**src/rtl/tbp_pkg.sv**
```systemverilog
package tbp_pkg;
  localparam int TB_LINES = 4;
  localparam int NIB_W    = 4;

  // bit index of the stage running at 2^log2_hz Hz
  function automatic int stage_of(input int n_stages, input int log2_hz);
    return n_stages - 1 - log2_hz;
  endfunction
endpackage

```
**src/rtl/tbp_divider.sv**
```systemverilog
module tbp_divider #(
  parameter int STAGES     = 15,
  parameter int CLR_STAGES = 6
) (
  input  logic              clk,
  input  logic              rst,
  input  logic              clr_req,
  output logic [STAGES-1:0] cnt,
  output logic [STAGES-1:0] cnt_nxt
);
  localparam int KEEP = STAGES - CLR_STAGES;
  localparam logic [STAGES-1:0] ONE    = {{(STAGES-1){1'b0}}, 1'b1};
  localparam logic [STAGES-1:0] PRESET = {1'b1, {(STAGES-1){1'b0}}};

  always_comb begin
    cnt_nxt = cnt + ONE;
    if (clr_req) cnt_nxt[STAGES-1:KEEP] = '0;
  end

  always_ff @(posedge clk) begin
    if (rst) cnt <= PRESET;
    else     cnt <= cnt_nxt;
  end


  clr_slow_chk: assert property (@(posedge clk) disable iff (rst)
    clr_req |=> (cnt[STAGES-1:KEEP] == '0));


  fast_step_chk: assert property (@(posedge clk) disable iff (rst)
    !rst |=> (cnt[KEEP-1:0] == $past(cnt[KEEP-1:0]) + 1'b1));
endmodule

```
**src/rtl/tbp_irq.sv**
```systemverilog
module tbp_irq
  import tbp_pkg::*;
#(
  parameter int STAGES = 15
) (
  input  logic                clk,
  input  logic                rst,
  input  logic                irq_sel,
  input  logic [STAGES-1:0]   cnt,
  input  logic [STAGES-1:0]   cnt_nxt,
  output logic [TB_LINES-1:0] irq
);
  // source stage per line for select = 0 and select = 1
  localparam int SRC_A [TB_LINES] = '{stage_of(STAGES, 0), stage_of(STAGES, 6),
                                      stage_of(STAGES, 5), stage_of(STAGES, 7)};
  localparam int SRC_B [TB_LINES] = '{stage_of(STAGES, 0), stage_of(STAGES, 3),
                                      stage_of(STAGES, 4), stage_of(STAGES, 6)};

  logic [STAGES-1:0]   rise;
  logic [TB_LINES-1:0] irq_d;

  assign rise = cnt_nxt & ~cnt;

  for (genvar i = 0; i < TB_LINES; i++) begin : g_line
    localparam int SA = SRC_A[i];
    localparam int SB = SRC_B[i];
    assign irq_d[i] = irq_sel ? rise[SB] : rise[SA];
  end

  always_ff @(posedge clk) begin
    if (rst) irq <= '0;
    else     irq <= irq_d;
  end


  irq_single_chk: assert property (@(posedge clk) disable iff (rst)
    (|irq) |=> (irq == '0));


  irq_src_high_chk: assert property (@(posedge clk) disable iff (rst)
    irq[0] |-> cnt[stage_of(STAGES, 0)]);
endmodule

```
**src/rtl/tbp_strobe.sv**
```systemverilog
module tbp_strobe
  import tbp_pkg::*;
#(
  parameter int STAGES = 15,
  parameter int TAP    = stage_of(STAGES, 9)
) (
  input  logic              clk,
  input  logic              rst,
  input  logic              strobe_long,
  input  logic [STAGES-1:0] cnt_nxt,
  output logic              strobe
);
  localparam logic [TAP:0] FIRST  = {1'b1, {TAP{1'b0}}};
  localparam logic [TAP:0] SECOND = FIRST + 1'b1;

  logic strobe_d;

  assign strobe_d = (cnt_nxt[TAP:0] == FIRST) |
                    (strobe_long & (cnt_nxt[TAP:0] == SECOND));

  always_ff @(posedge clk) begin
    if (rst) strobe <= 1'b0;
    else     strobe <= strobe_d;
  end


  short_width_chk: assert property (@(posedge clk) disable iff (rst)
    (strobe && !strobe_long && !$past(strobe)) |=> !strobe);


  long_width_chk: assert property (@(posedge clk) disable iff (rst)
    ($rose(strobe) && strobe_long) |=> strobe);
endmodule

```
**src/rtl/tbase_prescaler.sv**
```systemverilog
module tbase_prescaler
  import tbp_pkg::*;
#(
  parameter int STAGES     = 15,
  parameter int CLR_STAGES = 6
) (
  input  logic                clk,
  input  logic                rst,
  input  logic                irq_sel,
  input  logic                clr_req,
  input  logic                cap_hi_sel,
  input  logic                strobe_long,
  output logic [NIB_W-1:0]    cap_data,
  output logic [TB_LINES-1:0] irq,
  output logic                strobe
);
  localparam int B_128 = stage_of(STAGES, 7);
  localparam int B_8   = stage_of(STAGES, 3);

  logic [STAGES-1:0] cnt;
  logic [STAGES-1:0] cnt_nxt;

  tbp_divider #(.STAGES(STAGES), .CLR_STAGES(CLR_STAGES)) u_div (
    .clk(clk), .rst(rst), .clr_req(clr_req), .cnt(cnt), .cnt_nxt(cnt_nxt)
  );

  tbp_irq #(.STAGES(STAGES)) u_irq (
    .clk(clk), .rst(rst), .irq_sel(irq_sel), .cnt(cnt), .cnt_nxt(cnt_nxt), .irq(irq)
  );

  tbp_strobe #(.STAGES(STAGES)) u_stb (
    .clk(clk), .rst(rst), .strobe_long(strobe_long), .cnt_nxt(cnt_nxt), .strobe(strobe)
  );

  assign cap_data = cap_hi_sel ? cnt[B_128 +: NIB_W] : cnt[B_8 +: NIB_W];


  clr_no_irq_chk: assert property (@(posedge clk) disable iff (rst)
    clr_req |=> !irq[0]);


  reset_quiet_chk: assert property (@(posedge clk)
    rst |=> (irq == '0) && !strobe);
endmodule

```
**config.mk**
```make
export PLATFORM = sky130hd
export DESIGN_NAME = tbase_prescaler
export DESIGN_NICKNAME = d
export VERILOG_FILES = /design/src/rtl/tbp_pkg.sv /design/src/rtl/tbp_divider.sv /design/src/rtl/tbp_irq.sv /design/src/rtl/tbp_strobe.sv /design/src/rtl/tbase_prescaler.sv
export SDC_FILE = /design/constraint.sdc
export NUM_CORES = 1
export LEC_CHECK = 0
export BUFFER_PORTS_ARGS = -buffer_cell sky130_fd_sc_hd__buf_4
export CAP_MARGIN = 20
export CORE_MARGIN = 3
export CORE_UTILIZATION = 53
export DETAILED_ROUTE_END_ITERATION = 16
export PLACE_DENSITY_LB_ADDON = 0.3
export SETUP_SLACK_MARGIN = 0.5
export SYNTH_ARGS = -nofsm -noshare
export SYNTH_HDL_FRONTEND = slang
export SYNTH_SLANG_ARGS = --single-unit
```
**constraint.sdc**
```tcl
create_clock -name clk -period 1.9 [get_ports clk]
set_input_delay 0 -clock clk [delete_from_list [all_inputs] [get_ports clk]]
set_output_delay 0 -clock clk [all_outputs]
set_load 0.005 [all_outputs]
```
==> flow_summary.toml <==
[final_layout]
final_net_count = 132
fillers = 113
layout_commonest_cell = "buf_4"
drive_above_1_share = 0.364
layout.cells.non_filler = 145
layout_common_cells = "17 x buf_4, 13 x nor2_1, 13 x dfxtp_1"
syn2layout_area_growth_pct = 29.3
final_core_util = 0.766
num_antenna_cells = 0

[global_routing]
grt_max_degree = 14
gr-total-overflow = 0
antenna_found_initial = 0
use_met1 = 0.233
grt_busiest_layer = "met2"
gr-usage-met2 = 0.294
grt_pass1_vias = 683
grt_pass1_wl_um = 2970
grt.total_usage = 0.183
gr-usage-met3 = 0.0443

[power]
p_leak_nw = 0.455
p_per_area_nw_per_um2 = 605
ir_drop_v = 0.000357
p_int_mw = 0.570
switching_share = 0.229
power.switching_mw = 0.169
p_total_mw = 0.739
seqPwrFrac = 0.587
comb_power_share = 0.075
p_clk_frac = 0.338

[critical_path]
critPathSlowestCell = "dfxtp_4"
crit_path_start_kind = "register"
required_ns = 2.15
critPathMaxStageDelay_ns = 0.40
critPathCaptureType = "register"
crit_type = "reg -> reg"
crit_fanout = 5
arrival_ns = 1.58
crit_chain = "ha_4, nand3_2, nor3_2, ha_2, nor2_1"

[outcome]
outcome = "finished, final reports clean"

[floorplan]
ios = 15
rows = 14
initial_core_util = 0.593
coreArea_um2 = 1590
dieArea_um2 = 2330
fp.dieW_um = 48.2
chipHeight_um = 48.2

[placement]
hpwl_um = 1320
io_buffers = 14
place_congestion = 0.844
dp_cells = 135
place_ws_ns = 0.371

[sta]
tightest_slew_ns = 0.296
setup_viol = 0
slew_headroom = 0.801
rsz0062_at_grt = "yes"
max_freq_mhz = 755
finalHoldViolations = 0
setup_ws_ns = 0.575
min_period_ns = 1.32
fin_skew_ns = 0.00392
drv_slew = 0
tns_ns = 0
fin_crit_sh = 0.697

[yosys]
synth.distinct_cells = 32
synth.net_count = 111
async_flop_share = 0
synth_area_um2 = 945
yosysTopAreaCellShare = 0.424
synth-edff-count = 0
syn_area_per_cell_um2 = 9.35
yosys_register_bits = 20
yosys-top-cells-area = "dfxtp_1 42%, xnor2_1 6.5%, ha_1 5.3%"
yosysSeqAreaShare = 0.424
ys_warn_count = 0
syn_inst = 101
synth_top_area_cell = "dfxtp_1"
ys.flop_type = "dfxtp_1"

[clock_tree]
cts_tree = "done"
htreeDepth = 1
clk_path_buf_depth = 2
path_clk_slew_ns = 0.11
clock_sinks = 20
cts-root-buf = "clkbuf_4"
clkLatencyLatePin_ns = 0.30
cts_buffers = 3

[drt]
drt_iter0_markers = 26
drcViolationCount = 0
drt_first_pass_iters = 4
routedWlPerCell_um = 13.8
viasPerCell = 5.42
totalWireLength_um = 2010
vias = 786
ant_nets = 0

[hold_path]
hold_path.class = "in -> out"

[run]
maxCapViolCount = 0
==> final timing paths <==
| path | end | from | slack (ns) | cells after the start |
|---|---|---|---|---|
| hold reg to reg | u_div.cnt[0]$_SDFF_PP0_ | u_div.cnt[0]$_SDFF_PP0_ | 0.48 | 1 |
| setup / recovery | u_div.cnt[8]$_SDFF_PP0_ | u_div.cnt[0]$_SDFF_PP0_ | 0.58 | 5 |
| setup reg to reg | u_div.cnt[8]$_SDFF_PP0_ | u_div.cnt[0]$_SDFF_PP0_ | 0.58 | 5 |
| hold / removal | cap_data[0] | cap_hi_sel | 0.31 | 3 |
==> metal layers <==
layer / vias to the layer above / share of wire
li1: 386 / -
met1: 377 / 0.47
met2: 19 / 0.49
met3: 4 / 0.032
met4: 0 / 0.011
met5: - / 0
==> stage by stage <==
step	hold slack, ns	cell area [µm²]
6_report	0.309	1220
5_1_grt	0.319	1220
4_1_cts	0.286	1150
3_5_place_dp	0.200	1060
3_3_place_gp	0.196	1060
2_1_floorplan	0.0698	947
==> cells in the mapped netlist, drive strengths merged, types with 2 or more instances <==
master	n
nand2	6
nand3	6
clkbuf	4
nor3b	2
nand4	2
inv	5
mux2	3
xnor2	7
a21oi	3
or3	2
nor3	4
nor4	3
nor2	14
ha	4
xor2	3
dfxtp	20
o21ai	4
==> repair_timing <==
| item | 4_1_cts | 5_1_grt |
|---|---|---|
| hold endpoints to repair | 11 | 0 |
| hold buffers | 3 | 0 |
| pin swaps | 1 | 2 |
| cloned | 0 | 0 |
| gates resized for setup | 8 | 12 |
| setup endpoints to repair | 8 | 10 |
| setup buffers | 0 | 3 |
==> cells by family (layout without fill, tap and decap cells) <==
logic type	count (synthesis)	after routing	share of synthesized area
flops	20	20	0.424
compound gates	9	9	0.0543
fa+ha+maj	4	4	0.0530
xor+xnor	10	10	0.0927
buf+inv	9	29	0.0384
simple gates	45	45	0.291
mux	4	4	0.0464
==> power by group through the flow <==
stage	clock [mW]	combinational (mW)	sequential [mW]
2_1_floorplan	0	0.0265	0.444
3_3_place_gp	0	0.0429	0.445
3_5_place_dp	0	0.0441	0.446
4_1_cts	0.260	0.0497	0.438
5_1_grt	0.275	0.0612	0.435
6_report	0.250	0.0557	0.434
==> flip-flops by register name, indices dropped and copies added (netlist names) <==
name / cells
u_stb.strobe: 1
u_irq.irq: 4
u_div.cnt: 15
==> critical path: cells and delay by family (launching register included) <==
kind | cells | cell delay, ns
and+or+nand+nor | 3 | 0.41
adders and majority gates | 2 | 0.47
DFF | 1 | 0.40
==> area by class of cell <==
class                      instances  area [µm²]  area share
inverter                           5        18.8      0.0154
multi-input combinational         72         557       0.456
sequential                        20         422       0.345
tap                               24        30.0      0.0246
clock buffer                       4        36.3      0.0297
timing repair buffer              20         158       0.129
Power figures use the tool's default switching activity.
